$ cat src/rtl/capture_irq_pkg.sv
package capture_irq_pkg;
  localparam int unsigned ADDR_FLAGS = 0;
  localparam int unsigned ADDR_IEN   = 1;
  localparam int unsigned ADDR_CHEN  = 2;
  localparam int unsigned ADDR_CAP0  = 3;
endpackage

$ cat src/rtl/capture_irq_chan.sv
module capture_irq_chan #(
  parameter int unsigned CW = 16
) (
  input  logic          clk_i,
  input  logic          rst_ni,
  input  logic          en_i,
  input  logic          pin_i,
  input  logic [CW-1:0] cnt_i,
  output logic [CW-1:0] cap_o,
  output logic          hit_o
);
  logic prev_q;

  // prev tracks the pin even while disabled, so enabling never fakes an edge
  assign hit_o = en_i && (pin_i != prev_q);

  always_ff @(posedge clk_i or negedge rst_ni) begin
    if (!rst_ni) begin
      prev_q <= 1'b0;
      cap_o  <= '0;
    end else begin
      prev_q <= pin_i;
      if (hit_o) cap_o <= cnt_i;
    end
  end
endmodule

$ cat src/rtl/capture_irq_flags.sv
module capture_irq_flags #(
  parameter int unsigned SW = 5
) (
  input  logic          clk_i,
  input  logic          rst_ni,
  input  logic [SW-1:0] set_i,
  input  logic          clr_we_i,
  input  logic [SW-1:0] keep_i,
  input  logic          ien_we_i,
  input  logic [SW-1:0] ien_wd_i,
  output logic [SW-1:0] flags_o,
  output logic [SW-1:0] ien_o,
  output logic          irq_o
);
  logic [SW-1:0] kept;

  assign kept = clr_we_i ? (flags_o & keep_i) : flags_o;

  always_ff @(posedge clk_i or negedge rst_ni) begin
    if (!rst_ni) begin
      flags_o <= '0;
      ien_o   <= '0;
      irq_o   <= 1'b0;
    end else begin
      flags_o <= kept | set_i;  // a new event beats a same-cycle clear
      if (ien_we_i) ien_o <= ien_wd_i;
      irq_o <= |(flags_o & ien_o);
    end
  end
endmodule

$ cat src/rtl/capture_irq_unit.sv
module capture_irq_unit
  import capture_irq_pkg::*;
#(
  parameter int unsigned NCH       = 4,
  parameter int unsigned CW        = 16,
  parameter int unsigned DW        = 16,
  parameter int unsigned AW        = 3,
  parameter logic [NCH-1:0] IMPL_MASK = 4'b0111
) (
  input  logic          clk_i,
  input  logic          rst_ni,
  input  logic [CW-1:0] cnt_i,
  input  logic [NCH-1:0] chan_i,
  input  logic          upd_evt_i,
  input  logic          we_i,
  input  logic [AW-1:0] addr_i,
  input  logic [DW-1:0] wdata_i,
  output logic [DW-1:0] rdata_o,
  output logic          irq_o
);
  localparam int unsigned SW = NCH + 1;

  logic [NCH-1:0]         chen_q;
  logic [NCH-1:0]         hit_w;
  logic [NCH-1:0][CW-1:0] cap_w;
  logic [SW-1:0]          flags_w;
  logic [SW-1:0]          ien_w;
  logic                   wr_flags, wr_ien, wr_chen;

  assign wr_flags = we_i && (int'(addr_i) == ADDR_FLAGS);
  assign wr_ien   = we_i && (int'(addr_i) == ADDR_IEN);
  assign wr_chen  = we_i && (int'(addr_i) == ADDR_CHEN);

  always_ff @(posedge clk_i or negedge rst_ni) begin
    if (!rst_ni)      chen_q <= '0;
    else if (wr_chen) chen_q <= wdata_i[NCH-1:0] & IMPL_MASK;
  end

  for (genvar k = 0; k < NCH; k++) begin : g_ch
    capture_irq_chan #(.CW(CW)) u_ch (
      .clk_i (clk_i),
      .rst_ni(rst_ni),
      .en_i  (chen_q[k]),
      .pin_i (chan_i[k]),
      .cnt_i (cnt_i),
      .cap_o (cap_w[k]),
      .hit_o (hit_w[k])
    );
  end

  capture_irq_flags #(.SW(SW)) u_flags (
    .clk_i   (clk_i),
    .rst_ni  (rst_ni),
    .set_i   ({hit_w, upd_evt_i}),
    .clr_we_i(wr_flags),
    .keep_i  (wdata_i[SW-1:0]),
    .ien_we_i(wr_ien),
    .ien_wd_i(wdata_i[SW-1:0]),
    .flags_o (flags_w),
    .ien_o   (ien_w),
    .irq_o   (irq_o)
  );

  always_comb begin
    int idx;
    rdata_o = '0;
    idx     = int'(addr_i) - int'(ADDR_CAP0);
    if (int'(addr_i) == ADDR_FLAGS)     rdata_o[SW-1:0]  = flags_w;
    else if (int'(addr_i) == ADDR_IEN)  rdata_o[SW-1:0]  = ien_w;
    else if (int'(addr_i) == ADDR_CHEN) rdata_o[NCH-1:0] = chen_q;
    else if (idx >= 0 && idx < int'(NCH)) rdata_o[CW-1:0] = cap_w[idx];
  end
endmodule

$ cat config.mk
export PLATFORM = sky130hd
export DESIGN_NAME = capture_irq_unit
export DESIGN_NICKNAME = d
export VERILOG_FILES = /design/src/rtl/capture_irq_pkg.sv /design/src/rtl/capture_irq_chan.sv /design/src/rtl/capture_irq_flags.sv /design/src/rtl/capture_irq_unit.sv
export SDC_FILE = /design/constraint.sdc
export NUM_CORES = 1
export LEC_CHECK = 0
export ABC_AREA = 1
export BUFFER_PORTS_ARGS = -buffer_cell sky130_fd_sc_hd__buf_2
export CAP_MARGIN = 10
export CORE_UTILIZATION = 45
export DETAILED_ROUTE_END_ITERATION = 10
export PLACE_DENSITY = 0.74
export SLEW_MARGIN = 20
export SYNTH_ARGS = -nofsm -noshare
export SYNTH_HDL_FRONTEND = slang
export SYNTH_SLANG_ARGS = --single-unit
$ cat constraint.sdc
create_clock -name clk_i -period 5.45 [get_ports clk_i]
set_clock_uncertainty 0.05 [all_clocks]
set_input_delay 1.09 -clock clk_i [delete_from_list [all_inputs] [get_ports clk_i]]
set_output_delay 1.09 -clock clk_i [all_outputs]
set_load 0.05 [all_outputs]
; Yosys cells after proc, flatten, opt, wreduce, memory -nomap -nowiden
; Index checks and enable logic that the tools add are counted.
[totals]
regBits = 65
elab_cells = 42
out_inout_bits = 17
input_bits = 43
[classes]
n_mux = 11
n_reduce_logical = 9
add_sub_neg = 1
n_eq_ne = 5
order_cmp = 3
bitwise = 3
[ops]
columns = operator, count
row1 = $mux 16, 3
row2 = $bmux 16 s2, 1
row3 = $mux 11, 2
row4 = $mux 5, 3
row5 = $mux 12, 1
row6 = $and 5x5->5, 2
row7 = $lt 4x4->1 const B, 2
row8 = $logic_and 1x1->1, 7
row9 = $or 5x4->5, 1
row10 = $reduce_or 5->1, 1
row11 = $ge 4x1->1 const B, 1
row12 = $mux 4, 1
row13 = $sub 3x2->4 const B, 1
row14 = $eq 3x1->1 const B, 1
row15 = $eq 3x2->1 const B, 1
row16 = $logic_not 3->1, 1
row17 = $ne 1x1->1, 3

; Logic depth before layout (Yosys ltp)
; Gate-level depths: netlist (run 1).
[depth]
ltp_word = 8
depth_mapped = 10
mapped_depth_nobuf = 8

; By module
; A second synthesis (run 1) with hierarchy kept.
[hier_totals]
cells_unflattened = 562
area_unflattened_um2 = 4362.9
[by_module_without_submodules]
columns = mod, n_inst, seq_area_each_um2, cells_per_inst, area_per_inst_um2
row1 = capture_irq_chan, 4, 425.4, 76, 723.2
row2 = capture_irq_unit, 1, 75.1, 204, 1009.7
row3 = capture_irq_flags, 1, 275.3, 54, 460.4

; Worst setup path before layout (run 1)
; Ideal clock, no wire load.
[synth_path]
kind = in2out
start = in addr_i[0]
end = out rdata_o[10]
required_time_ps = 4310
n_path_buf = 3
cell_stages = 8
arrival_time_ps = 2890
path_slack_ps = 1420
path_cell_list = buf_6 > inv_2 > buf_4 > ha_1 > inv_1 > clkbuf_1 > a22oi_1 > nor2_1
[synth_via]
elab_chain_cells = 8
word_cells_on_any_way = 14
classes_between = add/sub (1) / order compare (2) / eq/ne (2) / mux (7) / reduce/logical (2)
[synth_rtl]
columns = element, line_no
row1 = start: declaration, capture_irq_unit.sv:16  ; input logic [AW-1:0] addr_i,
row2 = $sub 3x2->4, capture_irq_unit.sv:67  ; idx = int'(addr_i) - int'(ADDR_CAP0);
row3 = $bmux 16 s2, capture_irq_unit.sv:71  ; else if (idx >= 0 && idx < int'(NCH)) rdata_o[CW-1:0] = cap_w[idx];
row4 = $mux 16 (not written as such) (2 in series), capture_irq_unit.sv:71
row5 = $mux 16, capture_irq_unit.sv:71
row6 = $mux 12, capture_irq_unit.sv:70  ; else if (int'(addr_i) == ADDR_CHEN) rdata_o[NCH-1:0] = chen_q;
row7 = $mux 11, capture_irq_unit.sv:69  ; else if (int'(addr_i) == ADDR_IEN) rdata_o[SW-1:0] = ien_w;
row8 = $mux 11 *, capture_irq_unit.sv:68  ; if (int'(addr_i) == ADDR_FLAGS) rdata_o[SW-1:0] = flags_w;
row9 = end: declaration, capture_irq_unit.sv:18  ; output logic [DW-1:0] rdata_o,
; Every way passes the cells marked *; elsewhere a longest branch is shown, timed or not. The select of a mux whose other input is x is not followed.

; Worst setup path after layout (run 1)
[layout_path]
start = in addr_i[0]
end = out rdata_o[4]
[layout_via]
elab_chain_cells = 8
word_cells_on_any_way = 14
classes_between = add/sub (1) / order compare (2) / eq/ne (2) / mux (7) / reduce/logical (2)
[layout_rtl]
columns = element, line_no
row1 = $sub 3x2->4, capture_irq_unit.sv:67
row2 = $bmux 16 s2, capture_irq_unit.sv:71
row3 = $mux 16 (not written as such) (2 in series), capture_irq_unit.sv:71
row4 = $mux 16, capture_irq_unit.sv:71
row5 = $mux 12, capture_irq_unit.sv:70
row6 = $mux 5, capture_irq_unit.sv:69
row7 = $mux 5 *, capture_irq_unit.sv:68
; Marks and branches as above.

==> summary.json, run 1 <==
{
  "run_status": {
    "outcome": "finished, final reports clean"
  },
  "synthesis": {
    "syn-instance-count": 387,
    "synth.ff_latch_count": 65,
    "mappedNetlistArea_sq_um": 3120,
    "number_of_enable_flip_flop_cells_after_synthesis": 0,
    "post_syn_area_per_cell_sq_um": 8.05,
    "ys_dominant_reg_cell": "dfrtp_1",
    "post-synth-top-area-fraction_pct": 52.2,
    "post_synth_main_area_contributors": "dfrtp_1 (52%), nand2_1 (12%), o21ai_0 (10%), nor2_1 (6.9%), inv_1 (4.5%)",
    "yosys.cell_types.count": 23,
    "synth.most_common_cell": "nand2_1",
    "synth_top_cells_by_count": "nand2_1 (102), dfrtp_1 (65), o21ai_0 (62)",
    "ys_async_sr_fraction_pct": 100,
    "yosysWarningCount": 0,
    "synth.net_count": 434,
    "synth.largest_area_cell": "dfrtp_1",
    "synth_seq_area_share_pct": 52.2
  },
  "power_and_ir_drop": {
    "peakVddDrop_uv": 198,
    "power-per-cell-area_nw_per_um2": 439,
    "static-leakage-power_nw": 1.89
  },
  "final_layout": {
    "post_route_cells_drive_above_1_share_pct": 17.7,
    "layout.core_utilization_pct": 55.0,
    "post_layout_cell_count": 512,
    "antennaDiodeCount": 0,
    "n_fill_cell": 619,
    "finalNetCount": 477,
    "areaGrowthSynthToFinish_pct": 15.2
  },
  "job": {
    "cap_violations": 0
  },
  "clock_network": {
    "cts_sinks": 65,
    "cts-root-buf": "clkbuf_8",
    "clk-insertion-delay-late_ns": 0.34,
    "tritoncts": "done",
    "cts.path.max_buffers": 2,
    "cts-hold-fix-buffers": 0,
    "clk_transition_reported_paths_ns": 0.07,
    "cts_post_setup_buffers_inserted": 0,
    "cts_bufs_inserted": 9,
    "post_cts_resized": 0,
    "cts_htree_levels": 3
  },
  "sta": {
    "maxClockFrequency_mhz": 222,
    "fin_crit_sh_pct": 82.6,
    "fin_worst_hold_slack_ns": 0.435,
    "report.final.hold_viol_count": 0,
    "fin_crit_ns": 4.50,
    "slew_violations": 0,
    "maxSlewHeadroom_pct": 46.3,
    "unrepaired_setup_endpoints_after_global_routing": "no",
    "post-route-worst-setup-slack_ns": 0.950,
    "setup-tns-final_ns": 0,
    "tightestPinTransition_ns": 0.806,
    "report.final.setup_viol": 0
  },
  "setup_path": {
    "cp_cell_sequence": "buf_2, inv_2, ha_1, inv_1, o21ai_0, o21ai_0, nand3_1, nand2_1, buf_2",
    "criticalPathCategory": "in -> out",
    "end_kind": "primary output",
    "cp.arrival_ns": 3.36,
    "cp_max_stage_delay_ns": 0.46,
    "worstSetupStartpointType": "input port",
    "crit_path_max_fanout": 21,
    "timing.critical_path.slowest_stage_cell": "inv_1",
    "timing.critical_path.buf_inv": 4,
    "worst-endpoint-required_ns": 4.31,
    "cell_type_group_with_the_largest_total_delay_on_the_critical_path": "buffers and inverters"
  },
  "global_route": {
    "globalRouteOverflowTotal": 0,
    "grt_start_max_net_pins": 66,
    "via_count_of_the_first_global_routing_pass": 2506,
    "global_route_wire_length_before_repair_microns": 11400,
    "groute.usage.overall_pct": 20.2,
    "antenna_found_initial": 0
  },
  "die": {
    "number_of_i_o_pins": 60,
    "die_width_microns": 85.2,
    "placeableCoreArea_sq_um": 6530,
    "die_h_microns": 85.2,
    "die_area_sq_um": 7260,
    "std_cell_rows": 29,
    "floorplan.initialDensity_pct": 47.7
  },
  "placement": {
    "place.detailed.instances": 496,
    "preCtsSetupSlack_ns": 0.990,
    "port_buffers": 47,
    "place_hpwl_microns": 4180,
    "place_congestion": 0.802
  },
  "detailed_routing": {
    "route.vias.total": 2571,
    "drc": 0,
    "detail_route.iter0.violations": 150,
    "wire_per_inst_microns": 13.0,
    "totalWireLength_microns": 6660,
    "drt_pass1_iterations": 5,
    "avg_vias_per_cell": 5.02,
    "drt.antenna.violating_nets": 0
  },
  "min_path": {
    "min-delay-path-class": "reg -> reg"
  }
}
==> sequential cells by signal, summed over array words and instances (netlist names) <==
signal	flops
chen_q	3
g_ch.u_ch.cap_o	48
g_ch.u_ch.prev_q	3
u_flags.flags_o	5
u_flags.ien_o	5
u_flags.irq_o	1
==> layout make-up <==
class	instances	area, sq um	area share (%)
Clock buffer	11	141	3.94
Clock inverter	5	103	2.86
Inverter	40	150	4.18
Multi-Input combinational cell	266	1230	34.3
Sequential cell	65	1630	45.3
Tap cell	77	96.3	2.68
Timing Repair Buffer	48	243	6.76
==> power by group <==
group	total [mW]	switching, mW	internal [mW]	leakage [nW]
combinational	0.365	0.242	0.123	0.977
sequential	0.712	0.0811	0.630	0.792
clock	0.499	0.183	0.316	0.120
==> final timing paths <==
check / from / endpoint / slack (ns) / cells past startpoint
worst min-delay path: g_ch[1].u_ch.cap_o[2] / g_ch[1].u_ch.cap_o[2] / 0.43 / 2
min in group asynchronous: rst_ni / g_ch[1].u_ch.cap_o[0] / 0.87 / 2
worst min register to register: g_ch[1].u_ch.cap_o[2] / g_ch[1].u_ch.cap_o[2] / 0.43 / 2
worst max register to register: g_ch[2].u_ch.prev_q / g_ch[2].u_ch.cap_o[1] / 3.95 / 3
max in group asynchronous: rst_ni / g_ch[2].u_ch.cap_o[5] / 3.95 / 2
worst max-delay path: addr_i[0] / rdata_o[4] / 0.95 / 9
==> per-layer routing <==
layer,GRT usage [%],routed length (microns),vias to the layer above
met5,0,0,-
met4,7.86,111,0
met3,3.11,221,10
met2,33.3,3100,51
met1,26.9,3220,1201
li1,-,-,1309
==> per-stage QoR <==
step / instance area, sq um / power, mW
after floorplan: 3120 / 0.990
after detailed placement: 3350 / 1.08
after global placement: 3350 / 1.07
final: 3590 / 1.58
after CTS: 3590 / 1.59
after global routing: 3590 / 1.68
==> tightest hold or removal path, delay by kind of cell (launching register included) <==
| kind | cells | cell delay (ns) |
|---|---|---|
| AOI/OAI and AO/OA | 1 | 0.06 |
| DFF | 1 | 0.34 |
| and+or+nand+nor | 1 | 0.05 |
==> cell usage in the layout (no fill, tap or decap), drive strengths merged <==
cell type and instances:
a31oi 1, nor2 58, a21oi 4, or2 3, dfrtp 65, inv 40, nand2 106, clkbuf 11
buf 48, clkinv 1, a22oi 11, ha 4, o21ai 63, nand3 16, clkinvlp 1, bufinv 3
==> logic make-up after synthesis <==
group                    count (synthesis)  share of synthesized area (%)
buffers and inverters                   56                           8.31
AO/OA/AOI/OAI                           79                           13.6
flip-flops                              65                           52.2
AND/OR/NAND/NOR                        183                           24.3
adder cells (fa/ha/maj)                  4                           1.61
No activity file was read; power rests on OpenSTA's default activity.
==> inputs of run 2 (changes only) <==
Settings changed: PLACE_DENSITY 0.74 to 0.77.
Clock period 5.45 ns to 3.7 ns, I/O delays scaled along.
==> summary.json, run 2 (same netlist as run 1, synthesis figures left out) <==
{
  "detailed_routing": {
    "detail_route.iter0.violations": 241,
    "totalWireLength_microns": 6690,
    "wire_per_inst_microns": 13.0,
    "route.vias.total": 2643,
    "avg_vias_per_cell": 5.13,
    "drc": 0,
    "drt_pass1_iterations": 5,
    "drt.antenna.violating_nets": 0
  },
  "sta": {
    "unrepaired_setup_endpoints_after_global_routing": "no",
    "fin_crit_sh_pct": 85.8,
    "report.final.setup_viol": 0,
    "maxSlewHeadroom_pct": 57.6,
    "slew_violations": 0,
    "fin_worst_hold_slack_ns": 0.313,
    "maxClockFrequency_mhz": 315,
    "post-route-worst-setup-slack_ns": 0.526,
    "tightestPinTransition_ns": 0.636,
    "fin_crit_ns": 3.17,
    "report.final.hold_viol_count": 0,
    "setup-tns-final_ns": 0
  },
  "clock_network": {
    "cts_post_setup_buffers_inserted": 0,
    "cts_sinks": 65,
    "cts_bufs_inserted": 9,
    "post_cts_resized": 0,
    "cts-root-buf": "clkbuf_8",
    "tritoncts": "done",
    "cts.path.max_buffers": 2,
    "cts_htree_levels": 3,
    "clk-insertion-delay-late_ns": 0.34,
    "cts-hold-fix-buffers": 0,
    "clk_transition_reported_paths_ns": 0.07
  },
  "setup_path": {
    "regToRegStartpoint": "g_ch[1].u_ch.prev_q",
    "end_kind": "primary output",
    "reg2reg_to": "g_ch[1].u_ch.cap_o[6]",
    "setup.reg_to_reg.worst_slack_ns": 2.19,
    "worst_r2r_path_depth": 3,
    "worstSetupStartpointType": "input port",
    "criticalPathCategory": "in -> out",
    "cp.arrival_ns": 2.38,
    "crit_path_max_fanout": 16,
    "worst-endpoint-required_ns": 2.91
  },
  "final_layout": {
    "finalNetCount": 480,
    "layout.area.seq_sq_um": 1630,
    "n_fill_cell": 638,
    "mostFrequentLayoutCells": "nand2_1 (102), dfrtp_1 (65), o21ai_0 (62)",
    "final_common_cell": "nand2_1",
    "max_flop_register": "g_ch.u_ch.cap_o",
    "largest_registers_ranked_by_flip_flop_count": "g_ch.u_ch.cap_o (48), u_flags.flags_o (5), u_flags.ien_o (5)",
    "antennaDiodeCount": 0,
    "largest_reg_flops": 48,
    "post_route_cells_drive_above_1_share_pct": 18.5,
    "multiInputGateArea_sq_um": 1230,
    "areaGrowthSynthToFinish_pct": 14.3
  },
  "power_and_ir_drop": {
    "share_clk_of_total_power_pct": 27.1,
    "power_frac_seq_pct": 48.0,
    "peakVddDrop_uv": 319,
    "power.combinational.fraction_pct": 24.9,
    "internal_power_mw": 1.42,
    "power.switching_uw": 759,
    "power_switching_share_pct": 34.8,
    "power-per-cell-area_nw_per_um2": 612,
    "static-leakage-power_nw": 1.88
  },
  "global_route": {
    "global_route_wire_length_before_repair_microns": 11600,
    "grt_start_max_net_pins": 44,
    "via_count_of_the_first_global_routing_pass": 2598,
    "groute.usage.overall_pct": 20.7,
    "globalRouteOverflowTotal": 0,
    "antenna_found_initial": 0
  },
  "die": {
    "die_h_microns": 85.2,
    "floorplan.initialDensity_pct": 47.7,
    "die_width_microns": 85.2,
    "die_area_sq_um": 7260,
    "std_cell_rows": 29,
    "placeableCoreArea_sq_um": 6530,
    "number_of_i_o_pins": 60
  },
  "placement": {
    "place_hpwl_microns": 4460,
    "place_congestion": 0.819,
    "preCtsSetupSlack_ns": 0.503,
    "port_buffers": 47
  },
  "job": {
    "cap_violations": 0
  },
  "min_path": {
    "min-delay-path-class": "in -> async"
  },
  "run_status": {
    "outcome": "finished, final reports clean"
  }
}
## run 2: cell types whose count changed in the layout (fill, tap and decap cells not counted)
| cell | change |
|---|---|
| buf_4 | +3 |
| bufinv_16 | -2 |
| clkinv_2 | +2 |
| clkbuf_1 | -1 |
| clkbuf_8 | -1 |
| clkinv_4 | +1 |
| inv_6 | +1 |
## run 2: routing by layer
layer	GRT usage [%]	up-vias	wire length, microns
met3	3.89	15	304
met4	10.3	0	136
met5	0	-	0
met2	34.2	80	3170
met1	26.1	1232	3080
li1	-	1316	-
## run 2: worst max-delay path, cell delays in order
cell	delay (ns)
buf_2	0.12
inv_1	0.07
ha_1	0.28
nand2_1	0.05
inv_1	0.42
nand2_1	0.09
nand2_1	0.10
nand2_1	0.06
a21oi_1	0.15
buf_2	0.29
## run 2: worst max path at each step
| stage | start | endpoint | slack, ns | cells after the start |
|---|---|---|---|---|
| floorplan | addr_i[0] | rdata_o[10] | 0.37 | 8 |
| global route | addr_i[1] | rdata_o[1] | 0.35 | 10 |
| detailed placement | addr_i[1] | rdata_o[1] | 0.50 | 10 |
| finish | addr_i[1] | rdata_o[1] | 0.53 | 10 |
| CTS | addr_i[1] | rdata_o[1] | 0.50 | 10 |
| global placement | addr_i[1] | rdata_o[1] | 0.53 | 10 |
## run 2: through the flow
stage | power [mW] | cells | utilization (%) | area, sq um
6_report | 2.18 | 515 | 54.6 | 3560
5_1_grt | 2.33 | 515 | 54.6 | 3560
4_1_cts | 2.20 | 515 | 54.6 | 3560
3_5_place_dp | 1.60 | 499 | 51.6 | 3370
3_3_place_gp | 1.57 | 499 | 51.6 | 3370
2_1_floorplan | 1.46 | 387 | - | 3120
## run 2: power groups by stage
| stage | Combinational (mW) | Clock [mW] | Sequential, mW |
|---|---|---|---|
| floorplan | 0.417 | 0 | 1.04 |
| global placement | 0.526 | 0 | 1.05 |
| detailed placement | 0.546 | 0 | 1.06 |
| CTS | 0.548 | 0.604 | 1.05 |
| global route | 0.627 | 0.631 | 1.08 |
| finish | 0.542 | 0.592 | 1.05 |
## run 2: cell type report
| class | instances | share of cell area, % |
|---|---|---|
| Tap cell | 77 | 2.70 |
| Clock inverter | 7 | 1.97 |
| Multi-Input combinational cell | 266 | 34.6 |
| Timing Repair Buffer | 51 | 7.44 |
| Clock buffer | 9 | 3.48 |
| Sequential cell | 65 | 45.6 |
| Inverter | 40 | 4.21 |
==> inputs of run 3 (changes only) <==
Settings changed: CORE_ASPECT_RATIO from default to 0.7.
==> summary.json, run 3 (same netlist as run 1, synthesis figures left out) <==
{
  "sta": {
    "setup-tns-final_ns": 0,
    "maxSlewHeadroom_pct": 60.1,
    "slew_violations": 0,
    "post-route-worst-setup-slack_ns": 0.542,
    "fin_crit_sh_pct": 85.3,
    "maxClockFrequency_mhz": 317,
    "report.final.hold_viol_count": 0,
    "fin_crit_ns": 3.16,
    "unrepaired_setup_endpoints_after_global_routing": "no",
    "tightestPinTransition_ns": 0.597,
    "report.final.setup_viol": 0,
    "fin_worst_hold_slack_ns": 0.347
  },
  "power_and_ir_drop": {
    "power_switching_share_pct": 32.3,
    "power-per-cell-area_nw_per_um2": 631,
    "peakVddDrop_uv": 238,
    "static-leakage-power_nw": 1.90,
    "totalPowerFinal_mw": 2.28,
    "share_clk_of_total_power_pct": 30.3,
    "power_frac_seq_pct": 46.0,
    "internal_power_mw": 1.55,
    "power.combinational.fraction_pct": 23.7,
    "power.switching_uw": 739
  },
  "placement": {
    "place_hpwl_microns": 4610,
    "port_buffers": 47,
    "preCtsSetupSlack_ns": 0.535,
    "place_congestion": 0.845
  },
  "clock_network": {
    "tritoncts": "done",
    "post_cts_resized": 0,
    "cts_post_setup_buffers_inserted": 0,
    "cts_htree_levels": 3,
    "cts_bufs_inserted": 9,
    "clk_transition_reported_paths_ns": 0.07,
    "cts-hold-fix-buffers": 0,
    "clk-insertion-delay-late_ns": 0.33,
    "cts.path.max_buffers": 2,
    "cts-root-buf": "clkbuf_8",
    "cts_sinks": 65
  },
  "setup_path": {
    "end_kind": "primary output",
    "cp.arrival_ns": 2.37,
    "reg2reg_to": "g_ch[0].u_ch.cap_o[9]",
    "cell_type_group_with_the_largest_total_delay_on_the_critical_path": "buffers and inverters",
    "timing.critical_path.buf_inv": 4,
    "worst-endpoint-required_ns": 2.91,
    "worstSetupStartpointType": "input port",
    "regToRegStartpoint": "g_ch[0].u_ch.prev_q",
    "worst_r2r_path_depth": 3,
    "criticalPathCategory": "in -> out",
    "crit_start": "addr_i[1]",
    "cp_max_stage_delay_ns": 0.41,
    "cp_cell_sequence": "buf_2, inv_1, ha_1, nand2_1, inv_1, nand2_1, nand2_1, nand2_1, a21oi_1, buf_2",
    "timing.critical_path.slowest_stage_cell": "inv_1",
    "setup.reg_to_reg.worst_slack_ns": 2.25,
    "cp_num_cells": 10,
    "crit_path_max_fanout": 16,
    "crit_path_frequent_cell": "nand2_1"
  },
  "global_route": {
    "global_route_wire_length_before_repair_microns": 11400,
    "via_count_of_the_first_global_routing_pass": 2521,
    "antenna_found_initial": 0,
    "groute.usage.overall_pct": 21.0,
    "globalRouteOverflowTotal": 0,
    "grt_start_max_net_pins": 34
  },
  "final_layout": {
    "max_flop_register": "g_ch.u_ch.cap_o",
    "largest_reg_flops": 48,
    "mostFrequentLayoutCells": "nand2_1 (102), dfrtp_1 (65), o21ai_0 (62)",
    "antennaDiodeCount": 0,
    "layout.core_utilization_pct": 56.1,
    "largest_registers_ranked_by_flip_flop_count": "g_ch.u_ch.cap_o (48), u_flags.flags_o (5), u_flags.ien_o (5)",
    "post_route_cells_drive_above_1_share_pct": 18.3,
    "n_fill_cell": 578,
    "finalNetCount": 481,
    "areaGrowthSynthToFinish_pct": 16.3,
    "final_common_cell": "nand2_1"
  },
  "detailed_routing": {
    "route.vias.total": 2608,
    "drc": 0,
    "wire_per_inst_microns": 12.8,
    "avg_vias_per_cell": 4.93,
    "totalWireLength_microns": 6770,
    "drt_pass1_iterations": 4,
    "drt.antenna.violating_nets": 0,
    "detail_route.iter0.violations": 135
  },
  "die": {
    "number_of_i_o_pins": 60,
    "die_h_microns": 71.6,
    "die_area_sq_um": 7270,
    "placeableCoreArea_sq_um": 6460,
    "floorplan.initialDensity_pct": 48.3,
    "die_width_microns": 101,
    "std_cell_rows": 24
  },
  "min_path": {
    "min-delay-path-class": "in -> async"
  },
  "run_status": {
    "outcome": "finished, final reports clean"
  },
  "job": {
    "cap_violations": 0
  }
}
## run 3: how the worst max path moves through the flow
stage and to:
2_1_floorplan rdata_o[10], 3_3_place_gp rdata_o[0], 3_5_place_dp rdata_o[1], 4_1_cts rdata_o[1], 5_1_grt rdata_o[1], 6_report rdata_o[1]
## run 3: area by class of cell
cell class / count / area (sq um) / share of cell area, %
Clock buffer: 13 / 169 / 4.66
Clock inverter: 2 / 60.1 / 1.66
Inverter: 40 / 150 / 4.14
Multi-Input combinational cell: 266 / 1230 / 34.0
Sequential cell: 65 / 1630 / 44.9
Tap cell: 91 / 114 / 3.14
Timing Repair Buffer: 52 / 273 / 7.53
## run 3: per-layer routing
metal / vias to the layer above / track usage [%] / routed length, microns
met5: - / 0 / 0
met4: 0 / 6.60 / 106
met3: 10 / 7.41 / 422
met2: 70 / 32.5 / 3130
met1: 1214 / 28.0 / 3110
li1: 1314 / - / -
## run 3: power by group through the flow
| stage | Combinational [mW] | Clock, mW | Sequential [mW] |
|---|---|---|---|
| after floorplan | 0.417 | 0 | 1.04 |
| after global placement | 0.526 | 0 | 1.05 |
| after detailed placement | 0.545 | 0 | 1.06 |
| after CTS | 0.547 | 0.704 | 1.05 |
| after global routing | 0.622 | 0.735 | 1.07 |
| final | 0.542 | 0.692 | 1.05 |
## run 3: stage by stage
stage | instance area (sq um) | instances
after floorplan | 3120 | 387
after global placement | 3390 | 514
after detailed placement | 3390 | 514
after CTS | 3620 | 529
after global routing | 3620 | 529
final | 3620 | 529
